<file path="src/rtl/rtg_pkg.sv">
// Shared widths, setting addresses and the setting record of the
// raster timing generator. Assumes counts never exceed 16 bits, because
// each setting word carries two 16-bit halves.
package rtg_pkg;
    localparam int CW    = 16;          // count width per axis
    localparam int COL_W = 10;          // bits per colour channel
    localparam int PIX_W = 3 * COL_W;   // packed pixel width
    localparam int AW    = 3;           // setting address width
    localparam int DW    = 2 * CW;      // setting word width

    typedef enum logic [AW-1:0] {
        SEL_TOTAL  = 3'd0,
        SEL_SYNC   = 3'd1,
        SEL_BEGIN  = 3'd2,
        SEL_END    = 3'd3,
        SEL_FIELD2 = 3'd4,
        SEL_CTRL   = 3'd5,
        SEL_COLOUR = 3'd6
    } set_sel_e;

    typedef struct packed {
        logic [CW-1:0]    h_total;
        logic [CW-1:0]    v_total;
        logic [CW-1:0]    h_sync;
        logic [CW-1:0]    v_sync;
        logic [CW-1:0]    h_beg;
        logic [CW-1:0]    v_beg;
        logic [CW-1:0]    h_end;
        logic [CW-1:0]    v_end;
        logic [CW-1:0]    f2_beg;
        logic [CW-1:0]    f2_end;
        logic             ilace;
        logic             h_inv;
        logic             v_inv;
        logic [PIX_W-1:0] bg;
    } timing_set_t;
endpackage

</file>
<file path="src/rtl/rtg_set_regs.sv">
// Pending and working copies of the timing settings.
// Writes always land in the pending copy. The working copy takes the
// whole pending copy at once when 'load' is high, which the top module
// raises only at a frame origin.
module rtg_set_regs
    import rtg_pkg::*;
(
    input  logic             clk,
    input  logic             rst_n,
    input  logic             wr_en,
    input  logic [AW-1:0]    wr_sel,
    input  logic [DW-1:0]    wr_val,
    input  logic             load,
    output timing_set_t      live
);
    timing_set_t pend_q;

    // Capture writes into the pending copy.
    always_ff @(posedge clk) begin
        if (!rst_n) begin
            pend_q <= '0;
        end else if (wr_en) begin
            case (set_sel_e'(wr_sel))
                SEL_TOTAL:  begin pend_q.h_total <= wr_val[CW-1:0]; pend_q.v_total <= wr_val[DW-1:CW]; end
                SEL_SYNC:   begin pend_q.h_sync  <= wr_val[CW-1:0]; pend_q.v_sync  <= wr_val[DW-1:CW]; end
                SEL_BEGIN:  begin pend_q.h_beg   <= wr_val[CW-1:0]; pend_q.v_beg   <= wr_val[DW-1:CW]; end
                SEL_END:    begin pend_q.h_end   <= wr_val[CW-1:0]; pend_q.v_end   <= wr_val[DW-1:CW]; end
                SEL_FIELD2: begin pend_q.f2_end  <= wr_val[CW-1:0]; pend_q.f2_beg  <= wr_val[DW-1:CW]; end
                SEL_CTRL:   begin
                    pend_q.ilace <= wr_val[0];
                    pend_q.h_inv <= wr_val[1];
                    pend_q.v_inv <= wr_val[2];
                end
                SEL_COLOUR: pend_q.bg <= wr_val[PIX_W-1:0];
                default:    ;
            endcase
        end
    end

    // Move the pending copy into the working copy at a frame origin.
    always_ff @(posedge clk) begin
        if (!rst_n)    live <= '0;
        else if (load) live <= pend_q;
    end


    live_hold_chk: assert property (@(posedge clk) disable iff (!rst_n)
        !load |=> $stable(live));
endmodule

</file>
<file path="src/rtl/rtg_axis_counter.sv">
// Position counter for one axis. It counts up on 'step' and returns to
// zero after reaching total-1. A total of zero is treated like a total
// of one. at_last flags the final position of the period.
module rtg_axis_counter #(
    parameter int W = 16
) (
    input  logic         clk,
    input  logic         rst_n,
    input  logic         step,
    input  logic [W-1:0] total,
    output logic [W-1:0] count,
    output logic         at_last
);
    logic [W-1:0] last_pos;

    // Final position of the period, guarded against a zero total.
    always_comb begin
        last_pos = (total == '0) ? '0 : total - 1'b1;
        at_last  = (count >= last_pos);
    end

    // Advance or wrap the position.
    always_ff @(posedge clk) begin
        if (!rst_n)    count <= '0;
        else if (step) count <= at_last ? '0 : count + 1'b1;
    end


    count_step_chk: assert property (@(posedge clk) disable iff (!rst_n)
        (step && !at_last) |=> (count == $past(count) + 1'b1));

    count_wrap_chk: assert property (@(posedge clk) disable iff (!rst_n)
        (step && at_last) |=> (count == '0));
endmodule

</file>
<file path="src/rtl/rtg_axis_window.sv">
// Region decode for one axis, with all offsets measured from sync start.
// The sync region is [0, sync_len). The active window is [beg, fin),
// and it is empty unless beg < fin < total.
module rtg_axis_window #(
    parameter int W = 16
) (
    input  logic [W-1:0] count,
    input  logic [W-1:0] total,
    input  logic [W-1:0] sync_len,
    input  logic [W-1:0] beg,
    input  logic [W-1:0] fin,
    output logic         in_sync,
    output logic         in_win
);
    logic win_ok;

    // Sync region, window validity and window membership.
    always_comb begin
        in_sync = (count < sync_len);
        win_ok  = (beg < fin) && (fin < total);
        in_win  = win_ok && (count >= beg) && (count < fin);
    end
endmodule

</file>
<file path="src/rtl/raster_timing_gen.sv">
// Raster timing generator with counters that start at sync.
// One counter/decoder pair is built per axis. The horizontal counter
// steps on every cycle and the vertical counter steps on each horizontal
// wrap. Settings change only at the origin of a frame (the start of
// field 0 when interlace is on).
module raster_timing_gen
    import rtg_pkg::*;
(
    input  logic                  clk,
    input  logic                  rst_n,
    input  logic                  cfg_we,
    input  logic [2:0]            cfg_addr,
    input  logic [31:0]           cfg_wdata,
    input  logic [29:0]           pix_in,
    output logic                  hsync,
    output logic                  vsync,
    output logic                  de,
    output logic                  border,
    output logic                  vblank,
    output logic                  frame_start,
    output logic                  field,
    output logic [15:0]           px_x,
    output logic [15:0]           px_y,
    output logic [29:0]           pix_out
);
    localparam int N_AX = 2;

    timing_set_t live;
    logic        field_q;
    logic        boundary;
    logic        load;

    logic [CW-1:0] ax_total [N_AX];
    logic [CW-1:0] ax_sync  [N_AX];
    logic [CW-1:0] ax_beg   [N_AX];
    logic [CW-1:0] ax_fin   [N_AX];
    logic [CW-1:0] ax_cnt   [N_AX];
    logic          ax_step  [N_AX];
    logic          ax_last  [N_AX];
    logic          ax_sync_hit [N_AX];
    logic          ax_win_hit  [N_AX];

    rtg_set_regs u_regs (
        .clk    (clk),
        .rst_n  (rst_n),
        .wr_en  (cfg_we),
        .wr_sel (cfg_addr),
        .wr_val (cfg_wdata),
        .load   (load),
        .live   (live)
    );

    // Per-axis settings; field 1 of an interlaced scan swaps the vertical window.
    always_comb begin
        ax_total[0] = live.h_total;
        ax_sync[0]  = live.h_sync;
        ax_beg[0]   = live.h_beg;
        ax_fin[0]   = live.h_end;
        ax_total[1] = live.v_total;
        ax_sync[1]  = live.v_sync;
        ax_beg[1]   = (live.ilace && field_q) ? live.f2_beg : live.v_beg;
        ax_fin[1]   = (live.ilace && field_q) ? live.f2_end : live.v_end;
        ax_step[0]  = 1'b1;
        ax_step[1]  = ax_last[0];
    end

    for (genvar a = 0; a < N_AX; a++) begin : g_axis
        rtg_axis_counter #(.W(CW)) u_cnt (
            .clk     (clk),
            .rst_n   (rst_n),
            .step    (ax_step[a]),
            .total   (ax_total[a]),
            .count   (ax_cnt[a]),
            .at_last (ax_last[a])
        );
        rtg_axis_window #(.W(CW)) u_win (
            .count    (ax_cnt[a]),
            .total    (ax_total[a]),
            .sync_len (ax_sync[a]),
            .beg      (ax_beg[a]),
            .fin      (ax_fin[a]),
            .in_sync  (ax_sync_hit[a]),
            .in_win   (ax_win_hit[a])
        );
    end

    // Field end and shadow load point.
    always_comb begin
        boundary = ax_last[0] && ax_last[1];
        load     = boundary && (!live.ilace || field_q);
    end

    // Field toggle at every vertical wrap while interlaced.
    always_ff @(posedge clk) begin
        if (!rst_n)        field_q <= 1'b0;
        else if (boundary) field_q <= live.ilace && !field_q;
    end

    // Output decode from the counters and the working settings.
    always_comb begin
        px_x        = ax_cnt[0];
        px_y        = ax_cnt[1];
        field       = field_q;
        hsync       = ax_sync_hit[0] ^ live.h_inv;
        vsync       = ax_sync_hit[1] ^ live.v_inv;
        de          = ax_win_hit[0] && ax_win_hit[1];
        vblank      = !ax_win_hit[1];
        frame_start = (ax_cnt[0] == '0) && (ax_cnt[1] == '0);
        border      = !de && !ax_sync_hit[0] && !ax_sync_hit[1];
        if (de)          pix_out = pix_in;
        else if (border) pix_out = live.bg;
        else             pix_out = '0;
    end


    fs_after_wrap_chk: assert property (@(posedge clk) disable iff (!rst_n)
        boundary |=> frame_start);

    de_in_vwin_chk: assert property (@(posedge clk) disable iff (!rst_n)
        de |-> !vblank);

    field_alt_chk: assert property (@(posedge clk) disable iff (!rst_n)
        (boundary && live.ilace && !field_q) |=> field_q);

    hsync_origin_chk: assert property (@(posedge clk) disable iff (!rst_n)
        (px_x == '0 && live.h_sync != '0) |-> (hsync != live.h_inv));

    border_colour_chk: assert property (@(posedge clk) disable iff (!rst_n)
        border |-> (pix_out == live.bg));
endmodule

</file>
<file path="config.mk">
export PLATFORM = sky130hd
export DESIGN_NAME = raster_timing_gen
export DESIGN_NICKNAME = d
export VERILOG_FILES = /design/src/rtl/rtg_pkg.sv /design/src/rtl/rtg_set_regs.sv /design/src/rtl/rtg_axis_counter.sv /design/src/rtl/rtg_axis_window.sv /design/src/rtl/raster_timing_gen.sv
export SDC_FILE = /design/constraint.sdc
export NUM_CORES = 1
export LEC_CHECK = 0
export BUFFER_PORTS_ARGS = -buffer_cell sky130_fd_sc_hd__buf_2
export CAP_MARGIN = 40
export CORE_MARGIN = 2
export CORE_UTILIZATION = 55
export CTS_CLUSTER_SIZE = 10
export DETAILED_ROUTE_END_ITERATION = 12
export GPL_TIMING_DRIVEN = 0
export PLACE_DENSITY = 0.73
export SLEW_MARGIN = 5
export SYNTH_ARGS = -nofsm -noshare
export SYNTH_HDL_FRONTEND = slang
export SYNTH_SLANG_ARGS = --single-unit
</file>
<file path="constraint.sdc">
create_clock -name clk -period 6.1 [get_ports clk]
set_input_delay 0.915 -clock clk [delete_from_list [all_inputs] [get_ports clk]]
set_output_delay 0.915 -clock clk [all_outputs]
set_load 0.02 [all_outputs]
</file>
; ---- After elaboration in Yosys (flattened, before gate mapping)
; Index checks and enable logic that the tools add are counted.
; Widths: inputs -> output; s select.
[op_classes]
n_addsub = 4
order_cmp = 12
eq_ne = 6
mux = 7
bitwise = 3
n_reduce_logical = 34
[ops]
columns = op, n
row1 = $lt 16x16->1, 8
row2 = $mux 16, 5
row3 = $ge 16x16->1, 4
row4 = $logic_not 16->1, 4
row5 = $mux 30, 2
row6 = $add 16x1->16 const B, 2
row7 = $sub 16x1->16 const B, 2
row8 = $logic_and 1x1->1, 14
row9 = $reduce_and 2->1, 7
row10 = $eq 3x3->1 const B, 3
row11 = $eq 3x2->1 const B, 2
row12 = $logic_not 1->1, 6
row13 = $eq 3x1->1 const B, 1
row14 = $logic_not 3->1, 1
row15 = $reduce_or 2->1, 1
row16 = $xor 1x1->1, 2
row17 = $logic_or 1x1->1, 1
row18 = $not 1->1, 1
[totals]
regBits = 419
output_inout_bits = 69
word_cells = 97

; ---- Logic depth before layout (Yosys ltp)
[depth]
word_depth = 12
ltp_mapped = 19
depth_no_buf = 17

; ---- By module
; A second synthesis with hierarchy kept.
[unflattened]
hier_cells = 2236
hier_area_um2 = 21576.9
[by_module_without_submodules]
columns = module, n_inst, cells_each, area_each_um2
row1 = rtg_set_regs, 1, 1287, 14207.4
row2 = rtg_axis_window, 2, 245, 1819.2
row3 = rtg_axis_counter at g_axis[1].u_cnt, 1, 180, 1437.6
row4 = rtg_axis_counter at g_axis[0].u_cnt, 1, 183, 1427.6
row5 = raster_timing_gen, 1, 96, 865.8

; ---- Least setup slack after synthesis
; Ideal clock, no wire load.
[synth_timing]
path_type = reg-to-output
start = reg field_q (netlist: field)
end = out pix_out[20]
t_arrival_ns = 4.132
setup_slack_ns = 1.053
path_stages_with_launch = 16
cell_sequence = dfxtp_1 -> nand2_4 -> buf_2 -> buf_1 -> mux2i_1 -> inv_1 -> ha_1 -> a222oi_1 -> nand3_1 -> nor2_1 -> o311ai_1 -> nor4_2 -> nand3_2 -> nor4_4 -> buf_6 -> mux2i_1
[synth_via]
elab_chain_len = 12
elab_cells_between_ends = 16
cone_classes = 4 x order compare / 4 x mux / 8 x reduce/logical
[synth_lines]
columns = element, line
row1 = from (decl), raster_timing_gen.sv:29  ; logic field_q;
row2 = from (signal assigned), raster_timing_gen.sv:96  ; else if (boundary) field_q <= live.ilace && !field_q;
row3 = $logic_and 1x1->1 *, "raster_timing_gen.sv:61, raster_timing_gen.sv:62"
row4 = "$mux 16, on equally long branches", "raster_timing_gen.sv:61, raster_timing_gen.sv:62"
row5 = $lt 16x16->1, rtg_axis_window.sv:20  ; win_ok = (beg < fin) && (fin < total);
row6 = $logic_and 1x1->1, rtg_axis_window.sv:20
row7 = $logic_and 1x1->1, rtg_axis_window.sv:21  ; in_win = win_ok && (count >= beg) && (count < fin);
row8 = $logic_and 1x1->1 *, rtg_axis_window.sv:21
row9 = $logic_and 1x1->1 *, raster_timing_gen.sv:106  ; de = ax_win_hit[0] && ax_win_hit[1];
row10 = named net de, raster_timing_gen.sv:17  ; output logic de,
row11 = $logic_not 1->1, raster_timing_gen.sv:109  ; border = !de && !ax_sync_hit[0] && !ax_sync_hit[1];
row12 = $logic_and 1x1->1 (2 in a row), raster_timing_gen.sv:109
row13 = $mux 30, raster_timing_gen.sv:111  ; else if (border) pix_out = live.bg;
row14 = $mux 30 *, raster_timing_gen.sv:110  ; if (de) pix_out = pix_in;
row15 = to (decl), raster_timing_gen.sv:24  ; output logic [29:0] pix_out
; The timed path passes the listed nets; every way through them passes the cells marked *.

; ---- Final worst setup path
[layout_timing]
start = reg field_q (netlist: field)
end = out pix_out[5]
[layout_via]
elab_chain_len = 12
elab_cells_between_ends = 16
cone_classes = 4 x order compare / 4 x mux / 8 x reduce/logical
[layout_lines]
columns = element, line
row1 = $logic_and 1x1->1 *, "raster_timing_gen.sv:61, raster_timing_gen.sv:62"
row2 = "$mux 16, on equally long branches", "raster_timing_gen.sv:61, raster_timing_gen.sv:62"
row3 = $lt 16x16->1, rtg_axis_window.sv:20
row4 = $logic_and 1x1->1, rtg_axis_window.sv:20
row5 = $logic_and 1x1->1, rtg_axis_window.sv:21
row6 = $logic_and 1x1->1 *, rtg_axis_window.sv:21
row7 = $logic_and 1x1->1 *, raster_timing_gen.sv:106
row8 = $logic_not 1->1, raster_timing_gen.sv:109
row9 = $logic_and 1x1->1 (2 in a row), raster_timing_gen.sv:109
row10 = $mux 30, raster_timing_gen.sv:111
row11 = $mux 30 *, raster_timing_gen.sv:110
; Mark *: on every way between the ends. The rest lies on a longest branch, timed or not.

==> impl_table.tex <==
\begin{tabular}{lr}
\hline
Metric & Value \\
\hline
\multicolumn{2}{l}{\textbf{Cells and area}} \\
Number of nets at the end of the flow & just under 3000 \\
FF/Latch Area & roughly 8400 sq um \\
Area of the multi-input gates & roughly 11000 sq um \\
Most frequent cells in the layout & sky130\_fd\_sc\_hd\_\_nand2\_1 (477), sky130\_fd\_sc\_hd\_\_dfxtp\_1 (419), sky130\_fd\_sc\_hd\_\_nor2\_1 (265) \\
Area growth from synthesis to final layout & 12.9\% \\
Fraction of layout cells with a size suffix above 1 & 0.0895 \\
Fill cell count & roughly 3300 \\
Total non-filler cell area in the finished layout & 23500 sq um \\
Leading cell type in the layout, fill and taps excluded & sky130\_fd\_sc\_hd\_\_nand2\_1 \\
\multicolumn{2}{l}{\textbf{Detailed routing}} \\
Detail-routed via count per cell & 5.61 \\
Number of DRC markers in iteration 0 & 1337 \\
Number of remaining DRC errors & 0 \\
Via Count & approximately 18000 \\
Final WL & just over 60000 microns \\
Routed wirelength normalized by instance count & around 19 microns \\
TritonRoute pass-1 iters & 6 \\
Antenna violation net count after detailed routing & 0 \\
\multicolumn{2}{l}{\textbf{Synth}} \\
Flop and latch count out of synthesis & between 400 and 500 \\
Number of warnings issued by yosys & 0 \\
Post-synthesis async set-or-reset flop share & 0 \\
Synth top area cells & sky130\_fd\_sc\_hd\_\_dfxtp\_1 (40\%), sky130\_fd\_sc\_hd\_\_mux2i\_1 (12\%), sky130\_fd\_sc\_hd\_\_ha\_1 (11\%) \\
Post-Synthesis Cell Area & around 21000 sq um \\
Number of synthesized flops with an enable pin & 0 \\
Leading area contributor after synthesis & sky130\_fd\_sc\_hd\_\_dfxtp\_1 \\
Prevailing post-synth register cell & sky130\_fd\_sc\_hd\_\_dfxtp\_1 \\
Synth Net Count & about 2700 \\
Mean Syn Cell Area & 8.41 sq um \\
Count of distinct cell types in the synthesized netlist & 60 \\
Proportion of netlist area held by the largest area contributor & 0.404 \\
Part of the Yosys area used for sequential elements & 0.404 \\
Gate count after technology mapping & 2470 \\
\multicolumn{2}{l}{\textbf{CTS}} \\
Cell at the root of the clock tree & sky130\_fd\_sc\_hd\_\_clkbuf\_16 \\
Clock transition at the register clock pins on the worst setup and hold paths after CTS & about 0.050 ns \\
Clock tree from TritonCTS & yes \\
CTS Buf Count & 48 \\
Number of hold buffers added after CTS & 0 \\
Clock buffer depth & 3 \\
Total clock sinks & $\sim$420 \\
Clock latency on the worst-skew pair & about 0.57 ns \\
Level count of the clock H-tree & 2 \\
\multicolumn{2}{l}{\textbf{Die}} \\
Die ar. & about 39000 sq um \\
Effective utilization at floorplan & 0.555 \\
Boundary Pins & 137 \\
Number of cell rows & 71 \\
Die width & 198 microns \\
Area of the core region & roughly 37000 sq um \\
Vertical die dimension & 198 microns \\
\multicolumn{2}{l}{\textbf{Timing}} \\
Total negative slack for setup checks & 0 ns \\
Total count of hold-check failures in the final report & 0 \\
RSZ-0062 raised after global routing & false \\
Max-slew violation total from the final report & 0 \\
Worst-case clock skew & 0.0187 ns \\
Highest Clock Rate & 0.171 GHz \\
Number of endpoints failing setup at the final stage & 0 \\
Max\_slew headroom & 0.442 \\
Least-Margin Pin Slew & around 0.84 ns \\
Share of the clock period used by the worst path after layout & 0.960 \\
Time the worst path needs with I/O delays and setup & 5.86 ns \\
\multicolumn{2}{l}{\textbf{GRT}} \\
First-pass GRT wire length & between 90000 and 100000 microns \\
GRT Total Usage & 0.307 \\
Global-route congestion overflow total & 0 \\
Antenna violations before repair & 4 \\
Vias in the first global route & approximately 17000 \\
Pin count of the biggest net entering global routing & 14 \\
\multicolumn{2}{l}{\textbf{Setup path}} \\
Setup crit end kind & output port \\
Most used cell along the critical path & sky130\_fd\_sc\_hd\_\_buf\_2 \\
Slowest Stage Delay on Critical Path & about 0.43 ns \\
Chain of cells forming the critical path & nand2\_4 -> buf\_2 -> buf\_2 -> mux2i\_1 -> ha\_1 -> o2111ai\_1 -> nor3\_1 -> a221oi\_1 -> o21ai\_0 -> a2bb2oi\_1 -> nand3\_2 -> nor4\_4 -> buf\_4 -> buf\_6 -> mux2i\_1 -> buf\_2 \\
Cell type of the slowest stage on the worst timing path & sky130\_fd\_sc\_hd\_\_nor3\_1 \\
Element type at the critical path start & register \\
Crit path max-delay family & buffers and inverters \\
Number of buffers and inverters on the critical path & 5 \\
Arrival time at the worst endpoint & $\sim$4.9 ns \\
Critical Path Fanout Max & 10 \\
Required time reported for the critical path endpoint & roughly 5.2 ns \\
Worst Path Class, Setup & register to output port \\
\multicolumn{2}{l}{\textbf{Run}} \\
Number of max-cap violations & 0 \\
\multicolumn{2}{l}{\textbf{Placement}} \\
Detailed Place HPWL & 45900 microns \\
Post-detailed-placement cell area & $\sim$22000 sq um \\
Last weighted congestion value of the routability-driven placer & between 0.9 and 1 \\
Total of buffers placed on input and output ports & about 140 \\
\multicolumn{2}{l}{\textbf{Hold path}} \\
Kind of path behind the tightest hold check & register to register \\
\multicolumn{2}{l}{\textbf{Status}} \\
Result of the run & finished, final reports clean \\
\hline
\end{tabular}
-- worst reg2reg max path, cell delays in order (launching register included) --
cell and delay (ns):
sky130_fd_sc_hd__dfxtp_1 0.37, sky130_fd_sc_hd__nor4_1 0.68, sky130_fd_sc_hd__nand3_1 0.33, sky130_fd_sc_hd__nor4_1 0.31
sky130_fd_sc_hd__xnor2_1 0.19, sky130_fd_sc_hd__nand2_1 0.08, sky130_fd_sc_hd__ha_1 0.30, sky130_fd_sc_hd__nand4_1 0.11
sky130_fd_sc_hd__nor2_1 0.22, sky130_fd_sc_hd__a21oi_1 0.10, sky130_fd_sc_hd__o211ai_1 0.14, sky130_fd_sc_hd__a41oi_1 0.16
sky130_fd_sc_hd__buf_4 0.27, sky130_fd_sc_hd__nor3_1 0.32, sky130_fd_sc_hd__clkbuf_1 0.68, sky130_fd_sc_hd__buf_2 0.46
sky130_fd_sc_hd__mux2i_1 0.24, sky130_fd_sc_hd__nor2_1 0.06
-- synth_stat cells (18+ instances only) --
library cell	n
sky130_fd_sc_hd__dfxtp_1	419
sky130_fd_sc_hd__nor4_1	18
sky130_fd_sc_hd__inv_1	168
sky130_fd_sc_hd__buf_2	20
sky130_fd_sc_hd__clkbuf_1	89
sky130_fd_sc_hd__a21o_1	36
sky130_fd_sc_hd__nand3_1	30
sky130_fd_sc_hd__nor2_1	265
sky130_fd_sc_hd__a21oi_1	241
sky130_fd_sc_hd__xnor2_1	31
sky130_fd_sc_hd__nand2_1	477
sky130_fd_sc_hd__nand4_1	37
sky130_fd_sc_hd__xor2_1	23
sky130_fd_sc_hd__o21ai_0	25
sky130_fd_sc_hd__mux2i_1	245
sky130_fd_sc_hd__ha_1	185
-- layout make-up --
class	instances	area share
flip-flops and latches	419	0.358
diodes	1	0.000107
plain buffers	116	0.0208
clock inverters	3	0.00203
repair buffers	141	0.0305
multi-input cells	1767	0.481
well taps	511	0.0273
clock buffers	55	0.0540
inverters	168	0.0269
-- kinds of logic after synthesis --
group / count (synthesis) / synth area share
simple gates: 910 / 0.184
flops: 419 / 0.404
compound gates: 359 / 0.0980
buf+inv: 284 / 0.0536
mux: 256 / 0.124
fa+ha+maj: 187 / 0.112
xor+xnor: 55 / 0.0236
-- metal layers --
layer | track usage | up-vias | wire length, microns
met5 | 0 | - | 36
met4 | 0.154 | 6 | 3150
met3 | 0.0676 | 187 | 5140
met2 | 0.504 | 657 | 27300
met1 | 0.379 | 8330 | 24800
li1 | - | 8659 | -
-- registers in the layout, indices dropped and copies added, names as in the netlist --
register / cells
field: 1
u_regs.live: 193
g_axis.u_cnt.count: 32
u_regs.pend_q: 193
-- through the flow --
| step | utilization | std cells | setup slack (ns) | hold slack, ns |
|---|---|---|---|---|
| detailed placement | 0.591 | 3120 | 0.0524 | 0.447 |
| floorplan | - | 2470 | 1.05 | 0.436 |
| global placement | 0.591 | 3117 | 0.148 | 0.441 |
| finish | 0.627 | 3181 | 0.245 | 0.451 |
| CTS | 0.627 | 3180 | 0.129 | 0.454 |
| global route | 0.627 | 3181 | 0.00459 | 0.465 |
-- final timing paths --
check,startpoint,end,slack [ns],cells after the start
max,field$_SDFFE_PN0P_,pix_out[5],0.24,16
min,u_regs.pend_q[143]$_SDFFE_PN0P_,u_regs.pend_q[143]$_SDFFE_PN0P_,0.45,2
max reg2reg,u_regs.live[181]$_SDFFE_PN0P_,u_regs.live[59]$_SDFFE_PN0P_,0.97,17
min reg2reg,u_regs.pend_q[143]$_SDFFE_PN0P_,u_regs.pend_q[143]$_SDFFE_PN0P_,0.45,2
-- what timing repair did --
action,in CTS,in global routing
resized for setup,2,3
setup buffers,2,0
setup endpoints to repair,32,30
pin swaps,1,0
Power is left out: the tool's default activity adds up to more than one toggle a clock period on the data nets, which glitch-free logic cannot reach.
